[config.mk]
export PLATFORM = sky130hd
export DESIGN_NAME = wmac_rx_filter
export DESIGN_NICKNAME = d
export VERILOG_FILES = /design/src/rtl/wmac_rx_filter.sv
export SDC_FILE = /design/constraint.sdc
export NUM_CORES = 1
export LEC_CHECK = 0
export ABC_AREA = 1
export ABC_CLOCK_PERIOD_IN_PS = 1260
export BUFFER_PORTS_ARGS = -buffer_cell sky130_fd_sc_hd__clkbuf_2
export CAP_MARGIN = 20
export CORE_AREA = 5 5 99 101
export DETAILED_ROUTE_END_ITERATION = 8
export DIE_AREA = 0 0 104 106
export GPL_TIMING_DRIVEN = 0
export PLACE_DENSITY = 0.67
export SLEW_MARGIN = 20
export SYNTH_ARGS = -nofsm -noshare
export SYNTH_HDL_FRONTEND = slang
export SYNTH_SLANG_ARGS = --single-unit
[constraint.sdc]
create_clock -name clk -period 1.26 [get_ports clk]
set_clock_uncertainty 0.05 [all_clocks]
set_input_delay 0.063 -clock clk [delete_from_list [all_inputs] [get_ports clk]]
set_output_delay 0.063 -clock clk [all_outputs]
set_load 0.02 [all_outputs]
[src/rtl/wmac_rx_filter.sv]
module wmac_rx_filter #(
  parameter int AW = 48
) (
  input  logic          clk,
  input  logic          rst_n,
  input  logic          en_mgmt,
  input  logic          en_ctrl,
  input  logic          en_data,
  input  logic          en_pwr,
  input  logic          en_grp_a3,
  input  logic          en_bss_chk,
  input  logic [1:0]    net_type,
  input  logic [AW-1:0] own_mac,
  input  logic [AW-1:0] bss_id,
  input  logic          hdr_vld,
  output logic          hdr_rdy,
  input  logic [1:0]    hdr_type,
  input  logic          hdr_to_ds,
  input  logic          hdr_from_ds,
  input  logic          hdr_pwr,
  input  logic [AW-1:0] hdr_a1,
  input  logic [AW-1:0] hdr_a3,
  input  logic [AW-1:0] hdr_bss,
  output logic          res_vld,
  output logic          res_acc,
  output logic          res_mcast,
  output logic          res_bcast,
  output logic          res_own,
  output logic          link_on
);
  localparam logic [1:0] NT_NONE  = 2'd0;
  localparam logic [1:0] NT_ADHOC = 2'd1;
  localparam logic [1:0] NT_INFRA = 2'd2;
  localparam logic [1:0] NT_AP    = 2'd3;
  localparam logic [1:0] FT_MGMT  = 2'd0;
  localparam logic [1:0] FT_CTRL  = 2'd1;
  localparam logic [1:0] FT_DATA  = 2'd2;

  logic hs, is_bc, is_mc, own_hit, type_ok, pwr_ok, grp_ok, addr_ok, ds_ok, bss_hit, acc_c;

  assign hs      = hdr_vld & hdr_rdy;
  assign is_bc   = &hdr_a1;
  assign is_mc   = hdr_a1[0] & ~is_bc;
  assign own_hit = (hdr_a1 == own_mac);
  assign bss_hit = (hdr_bss == bss_id);
  assign pwr_ok  = ~hdr_pwr | en_pwr;
  assign grp_ok  = ~((net_type == NT_INFRA) & en_grp_a3) | (hdr_a3 == own_mac);
  assign addr_ok = hdr_a1[0] ? grp_ok : own_hit;
  assign acc_c   = type_ok & pwr_ok & addr_ok;

  always_comb begin
    case (hdr_type)
      FT_MGMT: type_ok = en_mgmt;
      FT_CTRL: type_ok = en_ctrl;
      FT_DATA: type_ok = en_data;
      default: type_ok = 1'b0;
    endcase
  end

  always_comb begin
    case (net_type)
      NT_ADHOC: ds_ok = ~hdr_to_ds & ~hdr_from_ds;
      NT_INFRA: ds_ok = ~hdr_to_ds &  hdr_from_ds;
      NT_AP:    ds_ok =  hdr_to_ds & ~hdr_from_ds;
      default:  ds_ok = 1'b0;
    endcase
  end

  always_ff @(posedge clk) begin
    if (!rst_n) begin
      hdr_rdy   <= 1'b0;
      res_vld   <= 1'b0;
      res_acc   <= 1'b0;
      res_mcast <= 1'b0;
      res_bcast <= 1'b0;
      res_own   <= 1'b0;
      link_on   <= 1'b0;
    end else begin
      hdr_rdy <= 1'b1;
      res_vld <= hs;
      if (hs) begin
        res_acc   <= acc_c;
        res_mcast <= is_mc;
        res_bcast <= is_bc;
        res_own   <= own_hit;
      end
      if (net_type == NT_NONE)
        link_on <= 1'b0;
      else if (hs & en_bss_chk & bss_hit & ds_ok)
        link_on <= 1'b1;
    end
  end


  res_follows_hs_chk: assert property (@(posedge clk) disable iff (!rst_n)
    (hdr_vld && hdr_rdy) |=> res_vld);

  res_idle_chk: assert property (@(posedge clk) disable iff (!rst_n)
    !(hdr_vld && hdr_rdy) |=> !res_vld);

  flag_excl_chk: assert property (@(posedge clk) disable iff (!rst_n)
    res_vld |-> !(res_mcast && res_bcast));

  ucast_own_chk: assert property (@(posedge clk) disable iff (!rst_n)
    (res_vld && res_acc && !res_mcast && !res_bcast) |-> res_own);

  pwr_gate_chk: assert property (@(posedge clk) disable iff (!rst_n)
    (res_vld && res_acc) |-> (!$past(hdr_pwr) || $past(en_pwr)));

  link_clear_chk: assert property (@(posedge clk) disable iff (!rst_n)
    (net_type == NT_NONE) |=> !link_on);

  link_rise_chk: assert property (@(posedge clk) disable iff (!rst_n)
    $rose(link_on) |-> $past(hdr_vld && hdr_rdy && en_bss_chk));
endmodule

==> reports/qor.txt, run 1 <==
Pre-antenna DRT Iters: 4
Lkg Pwr: 2.17 nW
Post-Syn Area: 2420 sq um
Pwr Density: 430 nW/um^2
Library cells used by synthesis: 24
Rel. slew slack: 64.4%
YS warnings: 0
Crit start category: flop
Syn nets: 673
Max Cap Violations: 0
Final worst slack: -0.0395 ns
CP cell instances: nand2_4 -> inv_4 -> buf_4 -> o21ai_2 -> a2111oi_4 -> nand3_2 -> a21oi_2
First-pass GRT wire length: 15.4 mm
Die H: 106 microns
DRT iter0 DRCs: 54
Final setup TNS: -0.0395 ns
Final hold vios: 0
Status: complete, but fails checks
IO Pins: 263
Dpl cells: 790
GRT Total Usage: 16.7%
Hpwl dp: 9.49 mm
TritonCTS buffer count: 3
Largest stage delay, worst path: 0.34 ns
Number of synthesized flops with an enable pin: 0
Crit. End Element: flop
Vias: 3514
Crit path max-delay family: compound AO/OA/AOI/OAI gates
Antenna violations before repair: 0
Max VDD drop: 200 uV
Main synth FF type: dfxtp_1
Final setup fails: 1
Wire per inst: 12.4 microns
Unrepaired setup endpoints after global routing: yes
Die ar.: 11000 sq um
Worst path buffer plus inverter count: 2
HP Class: in -> reg
Antenna Nets Post-Route: 0
Starting density of the core: 27.1%
Port Buffer Count: 262
Worst r2r path cells: 7
Hold path cells: 3
Worst-Skew Late Latency: 0.22 ns
Slowest-stage cell, CP: dfxtp_2
CTS tree: yes
Overflow after GRT: 0
CP Data Required Time: 1.37 ns
DR vias/cell: 4.39
Row count: 35
DR DRC count: 0
Core area: 8930 sq um
WP depth: 7
Max Slew Vio Count: 0
Critical path class: reg -> reg
Post-route minimum period: 1.30 ns
Cells after Synth: 417
Share of cells above drive strength 1: 41.5%
Synthesized area per cell: 5.81 sq um
CP Max Fanout: 4
Diodes inserted: 0
Crit path DAT: 1.41 ns
Num Clock Sinks: 7
Final wirelength: 9.92 mm
Total power: 1.71 mW
Final period util: 103%
Clock slew at reported path FFs: 0.04 ns
Synth async-reset ratio: 0%
Actual slew at the worst max-slew pin: 0.529 ns
Maximum clock frequency: 0.770 GHz
Largest net degree at the start of global routing: 6
Root Driver: clkbuf_8
Vias in the first global route: 3696
Hold_ws: 0.100 ns
Die Width: 104 microns
Synth-to-layout area growth: 64.5%
Max clock buf depth: 2
H-tree Lvls: 1
Share of the yosys chip area belonging to registers: 5.79%
Failing checks: negative setup slack
Final GP Congestion: 0.883
Flops & latches, synth: 7
# nets final: 946
Finished Layout Cells: 800
==> per-stage QoR <==
step | cell area [sq um] | setup WS (ns) | util (%)
after floorplan | 2420 | 0.0345 | -
final | 3980 | -0.0395 | 44.6
after CTS | 3950 | 0.000618 | 44.2
after global placement | 3870 | -0.0706 | 43.3
after global routing | 3980 | -0.160 | 44.6
after detailed placement | 3870 | -0.0974 | 43.3
==> power breakdown <==
group / leakage [nW] / switching (mW) / internal [mW]
Clock: 0.0255 / 0.0979 / 0.214
Combinational: 2.09 / 0.524 / 0.644
Sequential: 0.0572 / 0.00384 / 0.230
==> repair_timing <==
item / CTS / global route
setup buffers: 2 / 3
gates resized for setup: 2 / 4
pin swaps: 0 / 5
endpoints found under the setup margin: 2 / 2
endpoints found under the hold margin: 1 / 0
hold buffers: 1 / 0
==> kinds of logic (layout without fill, tap and decap cells) <==
logic type                count (synthesis)  in the layout  synth area share [%]
xor gates and xnor gates                114            114                  41.2
muxes                                     1              1                 0.465
buffers and inverters                    57            329                  8.84
AOI/OAI and AO/OA                        17             17                  5.22
and+or+nand+nor                         221            221                  38.4
DFF                                       7              7                  5.79
==> worst paths after layout <==
check	startpoint	endpoint	slack (ns)
hold reg to reg	link_on$_SDFFE_PP0P_	link_on$_SDFFE_PP0P_	0.41
setup / recovery	hdr_rdy$_DFF_P_	res_acc$_SDFFE_PN0P_	-0.04
setup reg to reg	hdr_rdy$_DFF_P_	res_acc$_SDFFE_PN0P_	-0.04
hold / removal	net_type[1]	link_on$_SDFFE_PP0P_	0.10
==> metal layers <==
| layer | wire length [microns] | vias to the layer above | global-route usage, % |
|---|---|---|---|
| li1 | - | 1838 | - |
| met4 | 138 | 0 | 3.05 |
| met1 | 3270 | 1515 | 15.6 |
| met2 | 5600 | 151 | 35.6 |
| met5 | 0 | - | 0 |
| met3 | 914 | 10 | 4.49 |
==> registers in the layout, summed over array words and instances, names as in the netlist <==
name / flops
res_vld: 1
res_bcast: 1
res_acc: 1
link_on: 1
hdr_rdy: 1
res_own: 1
res_mcast: 1
==> synthesized netlist by cell type (4+ instances only) <==
library cell	number	share of area (%)
nand2_1	137	21
xnor2_1	107	39
inv_1	55	8.5
nor2_1	40	6.2
nand4_1	20	5.2
nand3_1	9	1.9
dfxtp_1	7	5.8
xor2_1	7	2.5
nor3_1	5	1.0
a21oi_1	4	0.83
nor4_1	4	1.0
o21ai_0	4	0.83
o22ai_1	4	1.0
==> worst min-delay path, stage by stage <==
cell	delay (ns)
clkbuf_2	0.09
o21ai_0	0.09
a21oi_2	0.10
==> cell type report <==
cell class / count / area, sq um
repair buffers: 268 / 1360
inverters: 57 / 216
well taps: 111 / 139
clock inverters: 1 / 5.00
flip-flops and latches: 7 / 141
multi-input cells: 353 / 2080
fillers: 943 / 4950
clock buffers: 3 / 41.3
==> cell usage in the layout (no fill, tap or decap), types with 4 or more instances in the layout <==
cell / netlist / final
clkbuf_2: 0 / 262
nand2_1: 137 / 137
xnor2_1: 107 / 107
inv_1: 55 / 55
nor2_1: 40 / 39
nand4_1: 20 / 20
nand3_1: 9 / 9
xor2_1: 7 / 7
dfxtp_1: 7 / 6
nor3_1: 5 / 5
buf_4: 0 / 5
o22ai_1: 4 / 4
nor4_1: 4 / 4
Power figures use the tool's default switching activity.
==> run 2: changes to the inputs <==
--- a/config.mk
+++ b/config.mk
@@ -13,6 +13,7 @@
 export DETAILED_ROUTE_END_ITERATION = 8
 export DIE_AREA = 0 0 104 106
 export GPL_TIMING_DRIVEN = 0
+export MAX_ROUTING_LAYER = met4
 export PLACE_DENSITY = 0.67
 export SLEW_MARGIN = 20
 export SYNTH_ARGS = -nofsm -noshare
==> run 2 against run 1 <==
The run still ends with negative setup slack left. Non-clock buffer count did not move. First-iteration DRC count rose by 19%. Final cell count did not move. Largest cell class unchanged. Largest power group unchanged.
==> reports/qor.txt, run 2 (synthesized netlist as in run 1, its figures left out) <==
Status: complete, but fails checks
Failing checks: negative setup slack
Pre-antenna DRT Iters: 4 (unchanged)
DP Area: 3870 sq um (unchanged)
Antenna violations before repair: 0 (unchanged)
Num Clock Sinks: 7 (unchanged)
Critical path class: reg -> reg
CP Data Required Time: 1.38 ns (about the same)
Final period util: 103% (-0.25 points)
DRT iter0 DRCs: 64 (+19%)
Die ar.: 11000 sq um (unchanged)
Unrepaired setup endpoints after global routing: yes
Wire per inst: 12.7 microns (+2.1%)
Maximum clock frequency: 0.771 GHz (+0.25%)
Pwr Density: 432 nW/um^2 (+0.55%)
Clock slew at reported path FFs: 0.04 ns (about the same)
Crit path DAT: 1.41 ns (about the same)
Vias in the first global route: 3656 (-1.1%)
Die Width: 104 microns (unchanged)
Crit start category: flop
Diodes inserted: 0 (unchanged)
Antenna Nets Post-Route: 0 (unchanged)
Dpl cells: 790 (unchanged)
Worst-Skew Late Latency: 0.22 ns (about the same)
Max clock buf depth: 2 (unchanged)
Min-delay src: hdr_vld
IO Pins: 263 (unchanged)
Rel. slew slack: 63.0% (-1.4 points)
Final setup fails: 1 (unchanged)
Crit. End Element: flop
Overflow after GRT: 0 (unchanged)
HP Class: in -> reg
Hold endpoint: res_vld$_SDFF_PN0_
Hold path cells: 3 (unchanged)
Largest net degree at the start of global routing: 6 (unchanged)
Commonest non-fill, non-tap cell in the layout: clkbuf_2
Die H: 106 microns (unchanged)
Share of cells above drive strength 1: 41.5% (unchanged)
Row count: 35 (unchanged)
Final wirelength: 10.1 mm (+2.1%)
Final GP Congestion: 0.905 (+2.5%)
Max Slew Vio Count: 0 (unchanged)
DR vias/cell: 4.37 (-0.57%)
GRT Total Usage: 17.6% (+0.92 points)
Finished Layout Cells: 800 (unchanged)
Worst r2r dst: res_acc$_SDFFE_PN0P_
DR DRC count: 0 (unchanged)
Worst r2r path cells: 7 (unchanged)
Setup slack, reg-to-reg: -0.04 ns (about the same)
Max VDD drop: 200 uV (about the same)
CTS tree: yes
Root Driver: clkbuf_8
Port Buffer Count: 262 (unchanged)
Synth-to-layout area growth: 64.5% (unchanged)
Post-route cell area: 3980 sq um (unchanged)
Post-route minimum period: 1.30 ns (-0.00318 ns)
Vias: 3494 (-0.57%)
Max Cap Violations: 0 (unchanged)
Hold_ws: 0.0752 ns (-0.0252 ns)
Total power: 1.72 mW (+0.55%)
RR Startpoint: hdr_rdy$_DFF_P_
Actual slew at the worst max-slew pin: 0.550 ns (+0.0209 ns)
Most frequent cells in the layout: clkbuf_2 (262), nand2_1 (136), xnor2_1 (107), inv_1 (55), nor2_1 (40)
H-tree Lvls: 1 (unchanged)
Hpwl dp: 9.59 mm (+1.1%)
Lkg Pwr: 2.17 nW (about the same)
Final hold vios: 0 (unchanged)
CP Max Fanout: 5 (+1)
Final worst slack: -0.0364 ns (+0.00318 ns)
Final setup TNS: -0.0364 ns (+0.00318 ns)
First-pass GRT wire length: 15.8 mm (+2.5%)
TritonCTS buffer count: 3 (unchanged)
# nets final: 946 (unchanged)
Core area: 8930 sq um (unchanged)
Critical Path Start: hdr_rdy$_DFF_P_
Starting density of the core: 27.1% (unchanged)
-- run 2: changes by cell type in the layout (fill, tap and decap cells not counted) --
cell / delta
nor2_1: +1
nor2_2: -1
nand2_2: +1
nand2_1: -1
-- run 2: worst max path at each step --
stage	end	slack (ns)
after floorplan	link_on$_SDFFE_PP0P_	0.03
after global placement	res_mcast$_SDFFE_PN0P_	-0.08
after detailed placement	res_mcast$_SDFFE_PN0P_	-0.10
after CTS	link_on$_SDFFE_PP0P_	0.004
after global routing	link_on$_SDFFE_PP0P_	-0.20
final	res_acc$_SDFFE_PN0P_	-0.04
-- run 2: timing repair --
item                                    in CTS  in global routing
hold endpoints to repair                     1                  0
endpoints found under the setup margin       2                  2
hold buffers                                 1                  0
pin swaps                                    0                  8
setup buffers                                1                  4
gates resized for setup                      2                  4
cloned                                       0                  0
-- run 2: power breakdown --
group	leakage (nW)	internal, mW	switching (mW)
logic	2.09	0.644	0.527
clock network	0.0255	0.215	0.103
registers	0.0572	0.230	0.00408
-- run 2: stage by stage --
stage | utilization (%) | worst slack (ns)
6_report | 44.6 | -0.0364
5_1_grt | 44.6 | -0.203
4_1_cts | 44.1 | 0.00362
3_5_place_dp | 43.3 | -0.104
3_3_place_gp | 43.3 | -0.0777
2_1_floorplan | - | 0.0345
-- run 2: metal layers --
layer | track usage [%] | vias to the layer above | wire length (microns)
li1 | - | 1840 | -
met1 | 17.5 | 1483 | 3610
met2 | 35.7 | 157 | 5610
met3 | 3.22 | 14 | 723
met4 | 3.33 | 0 | 182
met5 | - | - | 0
-- run 2: area by class of cell --
class	count	area (sq um)
multi-input combinational	353	2080
inverter	57	216
sequential	7	141
timing repair buffer	268	1360
tap	111	139
clock inverter	1	5.00
clock buffer	3	41.3
fill	973	4950
-- run 2: critical path, stage by stage, from the launching register on --
cell,delay [ns]
dfxtp_2,0.35
nand2_4,0.08
inv_4,0.07
buf_4,0.11
o21ai_2,0.06
a2111oi_4,0.29
nand3_2,0.11
a21oi_2,0.12
==> run 3: changes to the inputs <==
--- a/config.mk
+++ b/config.mk
@@ -15,6 +15,7 @@
 export GPL_TIMING_DRIVEN = 0
 export MAX_ROUTING_LAYER = met4
 export PLACE_DENSITY = 0.67
+export SETUP_SLACK_MARGIN = 0.3
 export SLEW_MARGIN = 20
 export SYNTH_ARGS = -nofsm -noshare
 export SYNTH_HDL_FRONTEND = slang
==> run 3 against run 2 <==
The run now ends clean. Global-route usage increased by 0.12 points. Total power up 1.2%. Die area stayed put. Sequential cell count did not move. Wire length rose by 1.8%. Utilization is 1.2 points higher. Worst hold slack gained 0.033 ns. Non-clock buffer count decreased by 1. Clock power fell by 2%. Design area up 2.8%. Critical endpoint unchanged. Largest cell class unchanged.
==> reports/qor.txt, run 3 (synthesized netlist as in run 1, its figures left out) <==
Sequential power share: 13.3% (-0.3 points)
Root Driver: clkbuf_8
Share of cells above drive strength 1: 42.3% (+0.79 points)
Most frequent cells in the layout: clkbuf_2 (254), nand2_1 (136), xnor2_1 (107), inv_1 (55), nor2_1 (37)
Crit start category: flop
Post-route cell area: 4100 sq um (+2.8%)
GRT Total Usage: 17.8% (+0.12 points)
Commonest non-fill, non-tap cell in the layout: clkbuf_2
Starting density of the core: 27.1% (unchanged)
Final GP Congestion: 0.866 (-4.3%)
Antenna Nets Post-Route: 0 (unchanged)
Crit path DAT: 1.36 ns (-0.05 ns)
Worst slack, placed: -0.0877 ns (+0.0161 ns)
Max Slew Vio Count: 0 (unchanged)
Largest net degree at the start of global routing: 6 (unchanged)
DR vias/cell: 4.40 (+0.70%)
Row count: 35 (unchanged)
CP Max Fanout: 4 (-1)
HP Class: in -> reg
Final wirelength: 10.3 mm (+1.8%)
Die ar.: 11000 sq um (unchanged)
Status: finished clean
Die H: 106 microns (unchanged)
Post-route minimum period: 1.24 ns (-0.0542 ns)
WL met3: 802 microns (+11%)
Max clock buf depth: 2 (unchanged)
DP Area: 3880 sq um (+0.26%)
Final setup fails: 0 (-1)
WL met2: 5.83 mm (+3.9%)
Vias: 3514 (+0.57%)
Hpwl dp: 9.63 mm (+0.39%)
Clock slew at reported path FFs: 0.04 ns (about the same)
# nets final: 945 (-0.11%)
Diodes inserted: 0 (unchanged)
DR DRC count: 0 (unchanged)
Overflow after GRT: 0 (unchanged)
Worst-Skew Late Latency: 0.22 ns (about the same)
Wire per inst: 12.9 microns (+2.0%)
Crit. End Element: flop
Comb pwr share: 68.7% (+0.7 points)
Antenna violations before repair: 0 (unchanged)
H-tree Lvls: 1 (unchanged)
Top layer in use: met4
Switching power: 0.635 mW (about the same)
Core area: 8930 sq um (unchanged)
Port Buffer Count: 262 (unchanged)
Final hold vios: 0 (unchanged)
Pre-antenna DRT Iters: 4 (unchanged)
Cell-internal power: 1.11 mW (+1.9%)
Synth-to-layout area growth: 69.1%
Worst r2r path cells: 6 (-1)
Sw Share: 36.4% (-0.41 points)
Die Width: 104 microns (unchanged)
Hold path cells: 3 (unchanged)
Critical path class: reg -> reg
Vias in the first global route: 3655 (-0.027%)
IO Pins: 263 (unchanged)
Num Clock Sinks: 7 (unchanged)
Actual slew at the worst max-slew pin: 0.340 ns (-0.210 ns)
Final worst slack: 0.0178 ns (+0.0542 ns)
Clock share of power: 17.9% (-0.6 points)
Maximum clock frequency: 0.805 GHz (+4.4%)
DRT iter0 DRCs: 83 (+30%)
Wl on met1: 3.59 mm (-0.69%)
CP Data Required Time: 1.37 ns (about the same)
Pwr Density: 426 nW/um^2 (-1.5%)
Max Cap Violations: 0 (unchanged)
Unrepaired setup endpoints after global routing: yes
Lkg Pwr: 2.22 nW (+2.2%)
CTS tree: yes
Final period util: 98.6% (-4.3 points)
Total power: 1.74 mW (+1.2%)
First-pass GRT wire length: 15.9 mm (+0.70%)
Rel. slew slack: 77.2% (+14 points)
Max VDD drop: 263 uV (+31%)
TritonCTS buffer count: 3 (unchanged)
## run 3: changes by cell type in the layout (fill, tap and decap cells not counted), moves of 2 or more
cell      change
nor2_1        -3
nor2_2        +3
buf_6         +8
nor4_1        -3
clkbuf_2      -8
nor4_4        +3
buf_4         -2
## run 3: worst paths after layout
check | startpoint | endpoint | slack, ns
hold / removal | net_type[1] | link_on$_SDFFE_PP0P_ | 0.11
setup / recovery | hdr_rdy$_DFF_P_ | res_acc$_SDFFE_PN0P_ | 0.02
setup reg to reg | hdr_rdy$_DFF_P_ | res_acc$_SDFFE_PN0P_ | 0.02
hold reg to reg | res_mcast$_SDFFE_PN0P_ | res_mcast$_SDFFE_PN0P_ | 0.41
## run 3: power by group through the flow
stage                     clock network (mW)  registers, mW  logic (mW)
after CTS                              0.326          0.233        1.18
after global placement                     0          0.236        1.13
final                                  0.313          0.233        1.20
after floorplan                            0          0.245       0.546
after global routing                   0.339          0.233        1.33
after detailed placement                   0          0.236        1.16
## run 3: repair_timing
action,4_1_cts,5_1_grt
gates cloned,0,0
pin swaps,0,14
buffers inserted,1,3
endpoints found under the setup margin,4,5
hold endpoints to repair,1,0
hold buffers,1,0
resized for setup,6,23
## run 3: metrics by stage
stage          hold WS, ns  TNS (ns)  std cells  util (%)
2_1_floorplan       0.0407         0        417         -
3_3_place_gp         0.158    -0.158        790      43.5
3_5_place_dp         0.164    -0.207        790      43.5
4_1_cts             0.0634         0        796      44.6
5_1_grt              0.130    -0.147        799      45.8
6_report             0.109         0        799      45.8
## run 3: per-layer routing
layer / vias up / track usage, %
met4: 0 / 2.22
met3: 10 / 3.83
li1: 1839 / -
met2: 158 / 35.8
met5: - / -
met1: 1507 / 17.8
## run 3: critical path: stages, from the launching register on
cell,delay (ns)
dfxtp_4,0.35
nand2_4,0.06
inv_6,0.07
o21ai_2,0.06
a2111oi_4,0.34
nand3_2,0.12
a21oi_2,0.13
## run 3: layout make-up
type,instances,area (sq um)
timing repair buffer,267,1410
tap,111,139
inverter,57,219
sequential,7,144
fill,961,4840
multi-input combinational,353,2140
clock buffer,4,45.0
